### src/rtl/bps_pkg.sv
package bps_pkg;

    typedef enum logic [1:0] {
        ST_IDLE  = 2'd0,
        ST_RAMP  = 2'd1,
        ST_DONE  = 2'd2,
        ST_FAULT = 2'd3
    } seq_st_e;

    typedef enum logic [1:0] {
        SL_GND  = 2'd0,
        SL_LOW  = 2'd1,
        SL_HIGH = 2'd2
    } slice_sel_e;

    localparam int IDX_W = 3;
    localparam logic [IDX_W-1:0] RAMP_FIRST = 3'd1;
    localparam logic [IDX_W-1:0] RAMP_REF   = 3'd1;
    localparam logic [IDX_W-1:0] RAMP_BOOST = 3'd3;
    localparam logic [IDX_W-1:0] RAMP_NEG   = 3'd4;
    localparam logic [IDX_W-1:0] RAMP_LAST  = 3'd6;

endpackage

### src/rtl/bps_supply_hyst.sv
module bps_supply_hyst (
    input  logic clk,
    input  logic rst_n,
    input  logic rise_ok,
    input  logic fall_ok,
    output logic valid_o
);
    logic valid_d, valid_q;

    always_comb begin
        valid_d = valid_q;
        if (rise_ok)
            valid_d = 1'b1;
        else if (!fall_ok)
            valid_d = 1'b0;
    end

    always_ff @(posedge clk or negedge rst_n) begin
        if (!rst_n) valid_q <= 1'b0;
        else        valid_q <= valid_d;
    end

    assign valid_o = valid_q;


    hyst_hold_chk: assert property (@(posedge clk) disable iff (!rst_n)
        valid_q && fall_ok |=> valid_q);

endmodule

### src/rtl/bps_ramp_timer.sv
module bps_ramp_timer
    import bps_pkg::*;
#(
    parameter int RAMP_LEN = 1024
) (
    input  logic             clk,
    input  logic             rst_n,
    input  logic             run,
    output logic [IDX_W-1:0] idx_o,
    output logic             ramp_end_o
);
    localparam int CNT_W = (RAMP_LEN > 1) ? $clog2(RAMP_LEN) : 1;
    localparam logic [CNT_W-1:0] CNT_LAST = CNT_W'(RAMP_LEN - 1);

    typedef struct packed {
        logic [CNT_W-1:0] cnt;
        logic [IDX_W-1:0] idx;
    } tmr_t;

    tmr_t d, q;

    always_comb begin
        d = q;
        if (!run) begin
            d.cnt = '0;
            d.idx = RAMP_FIRST;
        end else if (q.cnt == CNT_LAST) begin
            d.cnt = '0;
            d.idx = (q.idx == RAMP_LAST) ? RAMP_FIRST : q.idx + IDX_W'(1);
        end else begin
            d.cnt = q.cnt + CNT_W'(1);
        end
    end

    always_ff @(posedge clk or negedge rst_n) begin
        if (!rst_n) q <= '{cnt: '0, idx: RAMP_FIRST};
        else        q <= d;
    end

    assign idx_o      = q.idx;
    assign ramp_end_o = run && (q.cnt == CNT_LAST);


    idx_range_chk: assert property (@(posedge clk) disable iff (!rst_n)
        (q.idx >= RAMP_FIRST) && (q.idx <= RAMP_LAST));


    idx_steady_chk: assert property (@(posedge clk) disable iff (!rst_n)
        run && !ramp_end_o |=> $stable(q.idx));

endmodule

### src/rtl/bps_timeout.sv
module bps_timeout #(
    parameter int LIMIT = 10240
) (
    input  logic clk,
    input  logic rst_n,
    input  logic run,
    output logic expired_o
);
    localparam int TO_W = $clog2(LIMIT + 1);
    localparam logic [TO_W-1:0] TO_LAST = TO_W'(LIMIT - 1);

    logic [TO_W-1:0] cnt_d, cnt_q;

    always_comb begin
        cnt_d = cnt_q;
        if (!run)
            cnt_d = '0;
        else if (cnt_q != TO_LAST)
            cnt_d = cnt_q + TO_W'(1);
    end

    always_ff @(posedge clk or negedge rst_n) begin
        if (!rst_n) cnt_q <= '0;
        else        cnt_q <= cnt_d;
    end

    assign expired_o = run && (cnt_q == TO_LAST);

endmodule

### src/rtl/bias_power_sequencer.sv
module bias_power_sequencer
    import bps_pkg::*;
#(
    parameter int RAMP_LEN      = 1024,
    parameter int TIMEOUT_RAMPS = 10
) (
    input  logic       clk,
    input  logic       rst_n,
    input  logic       sup_rise_ok,
    input  logic       sup_fall_ok,
    input  logic       enable,
    input  logic       over_temp,
    input  logic       uv_boost,
    input  logic       uv_pos,
    input  logic       uv_neg,
    input  logic       slice_ctl,
    output logic       ref_en,
    output logic       boost_en,
    output logic       neg_en,
    output logic       pos_en,
    output logic       fault_latched,
    output logic [1:0] slice_sel
);
    localparam int TO_LIMIT = TIMEOUT_RAMPS * RAMP_LEN;

    typedef struct packed {
        seq_st_e    st;
        logic       ref_en;
        logic       boost_en;
        logic       neg_en;
        logic       pos_en;
        logic       fault;
        slice_sel_e slice;
    } ctl_t;

    localparam ctl_t CTL_IDLE = '{st: ST_IDLE, ref_en: 1'b0, boost_en: 1'b0,
                                  neg_en: 1'b0, pos_en: 1'b0, fault: 1'b0,
                                  slice: SL_GND};
    localparam ctl_t CTL_FAULT = '{st: ST_FAULT, ref_en: 1'b0, boost_en: 1'b0,
                                   neg_en: 1'b0, pos_en: 1'b0, fault: 1'b1,
                                   slice: SL_GND};

    ctl_t d, q;

    logic             sup_valid;
    logic             active;
    logic             ramp_run;
    logic [IDX_W-1:0] ramp_idx;
    logic [IDX_W-1:0] idx_next;
    logic             ramp_end;
    logic             to_expired;

    bps_supply_hyst u_hyst (
        .clk     (clk),
        .rst_n   (rst_n),
        .rise_ok (sup_rise_ok),
        .fall_ok (sup_fall_ok),
        .valid_o (sup_valid)
    );

    assign ramp_run = (q.st == ST_RAMP);

    bps_ramp_timer #(.RAMP_LEN(RAMP_LEN)) u_ramp (
        .clk        (clk),
        .rst_n      (rst_n),
        .run        (ramp_run),
        .idx_o      (ramp_idx),
        .ramp_end_o (ramp_end)
    );

    bps_timeout #(.LIMIT(TO_LIMIT)) u_timeout (
        .clk       (clk),
        .rst_n     (rst_n),
        .run       (ramp_run),
        .expired_o (to_expired)
    );

    assign active = sup_valid && enable;

    always_comb begin
        d        = q;
        idx_next = ramp_idx + IDX_W'(1);
        if (!active) begin
            d = CTL_IDLE;
        end else if (over_temp) begin
            d = CTL_FAULT;
        end else begin
            unique case (q.st)
                ST_IDLE: d.st = ST_RAMP;
                ST_RAMP: begin
                    if (ramp_end) begin
                        if (idx_next == RAMP_BOOST) d.boost_en = 1'b1;
                        if (idx_next == RAMP_NEG)   d.neg_en   = 1'b1;
                        if (idx_next == RAMP_LAST)  d.pos_en   = 1'b1;
                        if (ramp_idx == RAMP_REF)   d.ref_en   = 1'b1;
                        if (ramp_idx == RAMP_BOOST && uv_boost)
                            d = CTL_FAULT;
                        if (ramp_idx == RAMP_LAST) begin
                            if (uv_pos || uv_neg) begin
                                d = CTL_FAULT;
                            end else begin
                                d.st    = ST_DONE;
                                d.slice = SL_LOW;
                            end
                        end
                    end
                    if (to_expired) d = CTL_FAULT;
                end
                ST_DONE:  d.slice = slice_ctl ? SL_HIGH : SL_LOW;
                ST_FAULT: d = CTL_FAULT;
                default:  d = CTL_FAULT;
            endcase
        end
    end

    always_ff @(posedge clk or negedge rst_n) begin
        if (!rst_n) q <= CTL_IDLE;
        else        q <= d;
    end

    assign ref_en        = q.ref_en;
    assign boost_en      = q.boost_en;
    assign neg_en        = q.neg_en;
    assign pos_en        = q.pos_en;
    assign fault_latched = q.fault;
    assign slice_sel     = q.slice;


    rail_order_chk: assert property (@(posedge clk) disable iff (!rst_n)
        pos_en |-> (neg_en && boost_en && ref_en));


    fault_off_chk: assert property (@(posedge clk) disable iff (!rst_n)
        fault_latched |-> !(ref_en || boost_en || neg_en || pos_en) && (slice_sel == 2'd0));


    fault_hold_chk: assert property (@(posedge clk) disable iff (!rst_n)
        fault_latched && sup_valid && enable |=> fault_latched);


    over_temp_chk: assert property (@(posedge clk) disable iff (!rst_n)
        over_temp && sup_valid && enable |=> fault_latched);


    slice_gnd_chk: assert property (@(posedge clk) disable iff (!rst_n)
        (q.st != ST_DONE) |-> (slice_sel == 2'd0));


    slice_follow_chk: assert property (@(posedge clk) disable iff (!rst_n)
        (q.st == ST_DONE) && $past(q.st == ST_DONE)
        |-> (slice_sel == ($past(slice_ctl) ? 2'd2 : 2'd1)));

endmodule

### config.mk
export PLATFORM = sky130hd
export DESIGN_NAME = bias_power_sequencer
export DESIGN_NICKNAME = d
export VERILOG_FILES = /design/src/rtl/bps_pkg.sv /design/src/rtl/bps_supply_hyst.sv /design/src/rtl/bps_ramp_timer.sv /design/src/rtl/bps_timeout.sv /design/src/rtl/bias_power_sequencer.sv
export SDC_FILE = /design/constraint.sdc
export NUM_CORES = 1
export LEC_CHECK = 0
export ABC_AREA = 1
export BUFFER_PORTS_ARGS = -buffer_cell sky130_fd_sc_hd__buf_2
export CORE_ASPECT_RATIO = 0.6
export CORE_MARGIN = 4
export CORE_UTILIZATION = 44
export CTS_BUF_LIST = sky130_fd_sc_hd__clkbuf_8
export DETAILED_ROUTE_END_ITERATION = 10
export PLACE_DENSITY = 0.73
export SLEW_MARGIN = 10
export SYNTH_ARGS = -nofsm -noshare
export SYNTH_HDL_FRONTEND = slang
export SYNTH_HIERARCHICAL = 1
export SYNTH_SLANG_ARGS = --single-unit
### constraint.sdc
create_clock -name clk -period 1.9 [get_ports clk]
set_input_delay 0.38 -clock clk [delete_from_list [all_inputs] [get_ports clk]]
set_output_delay 0.38 -clock clk [all_outputs]
set_load 0.02 [all_outputs]
== Yosys cells after proc, flatten, opt, wreduce, memory -nomap -nowiden ==
Cells that the tools add are included.
W data, S select, Z words.
Storage, ports and cells
  bits in registers: 37
  word-level logic and storage cells: 68
Cells by class
  add/sub/neg operators: 3
  eq/ne operators: 20
  multiplexer cells: 25
  reduce and logical (&&, ||, !) cells: 9
Operator list (count)
  $mux W9: 6
  $mux W14: 2
  $add A14 B1 Y14 const B: 1
  $eq A14 B14 Y1 const B: 1
  $ne A14 B14 Y1 const B: 1
  $mux W13: 1
  $pmux W2 S3: 2
  $add A10 B1 Y10 const B: 1
  $eq A10 B10 Y1 const B: 1
  $mux W10: 1
  $ne A5 B2 Y1 const B: 2
  $pmux W5 S2: 1
  $eq A3 B3 Y1 const B: 3
  $mux W1: 8
  $eq A3 B2 Y1 const B: 2
  $mux W3: 2
  $ne A6 B6 Y1 const B: 1
  $reduce_and A3 Y1: 2
  $mux W5: 1
  $ne A5 B5 Y1 const B: 1
  $eq A2 B2 Y1 const B: 2
  $logic_and A1 B1 Y1: 4
  $ne A2 B2 Y1 const B: 2
  $ne A4 B2 Y1 const B: 1
  other kinds (8): 8

== Depth between registers and ports, before layout ==
  word-level depth: 11
  mapped depth: 14
  depth with buffers taken out: 14

== Cells and area by module ==
Netlist, hierarchy kept.
Modules (own cells, without submodules)
  bps_timeout: times used 1, cells each 119, area an instance 890.9 µm², seq. area each 350.3 µm²
  bps_ramp_timer: times used 1, cells each 86, area an instance 693.2 µm², seq. area each 326.6 µm²
  bias_power_sequencer: times used 1, cells each 99, area an instance 679.4 µm², seq. area each 225.2 µm²
  bps_supply_hyst: times used 1, cells each 4, area an instance 36.3 µm², seq. area each 25.0 µm²

== Least setup slack after synthesis ==
OpenSTA, ideal clock, no wires.
  path kind: register to register
  start: reg u_timeout.cnt_q[0]
  end: reg, netlist name q[8]
  arrival time: 1.568 ns
  required time: 1.776 ns
  path slack: 0.208 ns
  cell stages (with the launch flop): 14
  buffers on the path: 0
  period minus slack after synthesis: 1.692 ns
  cell sequence: dfrtp_1 ha_1 inv_2 nor2_4 nand2_4 clkinv_4 nand2_1 nor2_1 nor2_2 nand2_2 nor2_2 nand2_2 nand2_1 o21bai_1
RTL lines
  start: declaration: RTL line bps_timeout.sv:12  | logic [TO_W-1:0] cnt_d, cnt_q;
  start signal: assignment: RTL line bps_timeout.sv:24  | else cnt_q <= cnt_d;

== Worst setup path after layout ==
  start: reg u_timeout.cnt_q[0]
  end: reg q (netlist bit ref_en)
On the way
  longest elaborated chain between the ends: 6
  elaborated cells on any way between the ends: 8
Ends and longest elaborated chain
  $eq A14 B14 Y1 (*): RTL line bps_timeout.sv:27  | assign expired_o = run && (cnt_q == TO_LAST);
  $logic_and A1 B1 Y1 (*): RTL line bps_timeout.sv:27
  named net to_expired: RTL line bias_power_sequencer.sv:51  | logic to_expired;
  $mux W9: RTL line bias_power_sequencer.sv:107  | if (to_expired) d = CTL_FAULT;
  $pmux W5 S2: RTL line bias_power_sequencer.sv:88  | unique case (q.st)
  $mux W9: RTL line bias_power_sequencer.sv:85  | end else if (over_temp) begin
  $mux W9: RTL line bias_power_sequencer.sv:83  | if (!active) begin
  end signal: assignment: RTL line bias_power_sequencer.sv:117  | if (!rst_n) q <= CTL_IDLE;
  end signal: assignment: RTL line bias_power_sequencer.sv:118  | else q <= d;
  end: declaration: RTL line bias_power_sequencer.sv:43  | ctl_t d, q;
Mark *: on every way through the listed nets, which the timed path passes. The rest lies on a longest branch.
A chain may end at the register's enable or synchronous reset.

==> results.cfg <==
[outcome]
status = completed

[sta]
finalMaxSlewViolations = 0
worst_pin_slew_ns = 0.339
hold_viol = 0
fin_crit_ns = 1.76
slew_headroom = 0.773
fmax_mhz = 568
setup-tns-final_ns = 0
setup_viol = 0
fin_worst_skew_ns = 0.00468
period_share = 0.927
whs_ns = 0.0464

[critical_path]
required_ns = 2.08
rrSetupSlack_ns = 0.14
endpoint_kind = register
criticalPathCategory = register to register
cp_max_fo = 5
arrival_ns = 1.94
reg2reg_depth = 14
r2r_start = u_timeout/cnt_q[0]$_DFFE_PN0P_
critPathLaunchType = register
r2r_end = ref_en$_DFFE_PN0P_
worstSetupStartpoint = u_timeout/cnt_q[0]$_DFFE_PN0P_

[floorplanning]
ios = 17
core-area_mm2 = 0.00505
rows = 20
start_util = 0.455
dieWidth_um = 101
die_y_um = 64
dieArea_mm2 = 0.00649

[pwr]
p_per_area_mw_per_mm2 = 634
combPwrFrac = 0.171
pwr-share-clk = 0.308
vdd_ir_drop_max_uv = 286
switching_share = 0.297
total_power_mw = 1.66
p_leak_nw = 1.34
switchingPower_mw = 0.493
p_seq_frac = 0.521
internal_power_mw = 1.17

[global_routing]
antenna_found_initial = 0
grt_pass1_vias = 1833
gr-total-overflow = 0
grt_use_total = 0.170
grt_pass1_wl_um = 8670
grt_start_max_net_pins = 38

[clock_tree]
cts_buffers = 5
clk_latency_ns = 0.28
cts_buffer_depth = 2
cts.sinks = 37
cts_tree = done
cts_hold_buf = 0
clkTransAtPathRegs_ns = 0.07
htree_levels = 2
clock-root-buffer = clkbuf_8

[logic_synthesis]
netlist-cell-type-count = 33
synth_nets = 322
synthCells = 308
post-synth-top-area-cell = dfrtp_1
ys_seq_area_frac = 0.403
ys_ff_latch = 37
syn_area_mm2 = 0.00230
ys_warn_count = 6
synthTopCellsByArea = dfrtp_1, nand2_1, inv_1
avgSynthCellArea_um2 = 7.47
synth_top_area_share = 0.392

[run]
maxCapViolCount = 0

[placed_design]
post-dp-hpwl_um = 3670
gp_congestion = 0.879
io_buffers = 16

[min_path]
worstHoldPathType = input pin to async pin

[detailed_routing]
dr.pass1.iters = 4
wl_um = 4920
vias = 1964
avgRoutedWirePerCell_um = 12.2
first_iter_violations = 121
ant_nets = 0
drc = 0
via_per_inst = 4.86

[final_layout]
drive_gt1_frac = 0.228
diodes = 0
area_delta_synth_final_pct = 14.1
nets = 351
-- per-layer routing --
metal	wire [µm]	up-vias	GRT usage
li1	-	1012	-
met1	2710	908	0.272
met2	1980	42	0.221
met3	226	2	0.0436
met4	12	0	0.0464
met5	0	-	0
-- flip-flops by register name, indices dropped and copies added, names as in the netlist --
signal / count
u_ramp/idx_o: 3
u_hyst/valid_o: 1
u_ramp/q: 10
slice_sel: 2
pos_en: 1
q: 2
ref_en: 1
fault_latched: 1
u_timeout/cnt_q: 14
neg_en: 1
boost_en: 1
-- power groups by stage --
stage / combinational [mW] / sequential, mW / clock (mW)
after floorplan: 0.194 / 0.870 / 0
after global placement: 0.267 / 0.877 / 0
after detailed placement: 0.274 / 0.877 / 0
after CTS: 0.276 / 0.865 / 0.538
after global routing: 0.330 / 0.870 / 0.568
final: 0.284 / 0.866 / 0.513
-- repair_timing --
action,CTS,global route
resized for setup,0,6
buffers inserted,0,2
endpoints found under the setup margin,0,8
-- cell families (layout without fill, tap and decap cells) --
logic type,count (synthesis),after routing,synth area share
simple gates,192,192,0.418
flops,37,37,0.403
buf+inv,53,83,0.0979
fa+ha+maj,4,4,0.0218
xor+xnor,4,4,0.0152
compound gates,18,18,0.0435
-- worst max-delay path, cell delays in order, from the launching register on --
cell and delay, ns:
dfrtp_1 0.40, ha_2 0.22, inv_2 0.05, nor2_4 0.16, nand2_4 0.08, clkinv_4 0.07
nand2_1 0.09, nor2_4 0.16, nor2_2 0.06, nand2_1 0.05, nor2_1 0.04, nand2_1 0.06
nand3_2 0.07, nand2_2 0.10, nor2_1 0.06
-- synthesized netlist by cell type, drive strengths merged --
master and instances:
a31oi 1, inv 46, clkinv 1, ha 4, or2 5, xnor2 1
o21ai 6, nand2 94, nor3b 1, dfstp 1, nor2 45, nand3b 2
buf 6, nor3 6, xor2 3, a21oi 9, dfrtp 36, o21bai 2
nand4 8, nand3 31
-- worst max path at each step --
stage | slack (ns) | to | depth (start not counted)
floorplan | 0.21 | q[8]$_DFFE_PN0P_ | 13
global placement | 0.14 | slice_sel[0]$_DFFE_PN0P_ | 13
detailed placement | 0.06 | slice_sel[0]$_DFFE_PN0P_ | 13
CTS | 0.05 | slice_sel[0]$_DFFE_PN0P_ | 13
global route | -0.02 | boost_en$_DFFE_PN0P_ | 14
finish | 0.14 | ref_en$_DFFE_PN0P_ | 14
-- layout make-up --
cell class / instances / area, µm²
Fill cell: 485 / 2430
Tap cell: 66 / 82.6
Timing Repair Buffer: 28 / 183
Clock buffer: 5 / 68.8
Sequential cell: 37 / 927
Inverter: 47 / 184
Multi-Input combinational cell: 218 / 1170
Clock inverter: 3 / 11.3
-- per-stage QoR --
step / std cells / area, µm² / utilization / setup slack (ns)
final: 404 / 2620 / 0.519 / 0.138
after global routing: 404 / 2620 / 0.519 / -0.0226
after CTS: 402 / 2590 / 0.512 / 0.0517
after detailed placement: 394 / 2510 / 0.496 / 0.0565
after global placement: 394 / 2510 / 0.496 / 0.138
after floorplan: 308 / 2300 / - / 0.208
-- cell usage in the layout (no fill, tap or decap), types with 2 or more instances in the layout --
cell,count
a21oi_1,9
buf_2,16
buf_4,11
clkbuf_8,5
dfrtp_1,36
ha_1,3
inv_1,42
inv_2,6
nand2_1,82
nand2_2,8
nand2_4,4
nand3_1,28
nand3_2,3
nand4_1,8
nor2_1,31
nor2_2,5
nor2_4,9
nor3_1,5
o21ai_0,3
o21ai_1,2
o21bai_1,2
or2_1,3
or2_2,2
xor2_1,3
(Power assumes the default switching activity.)
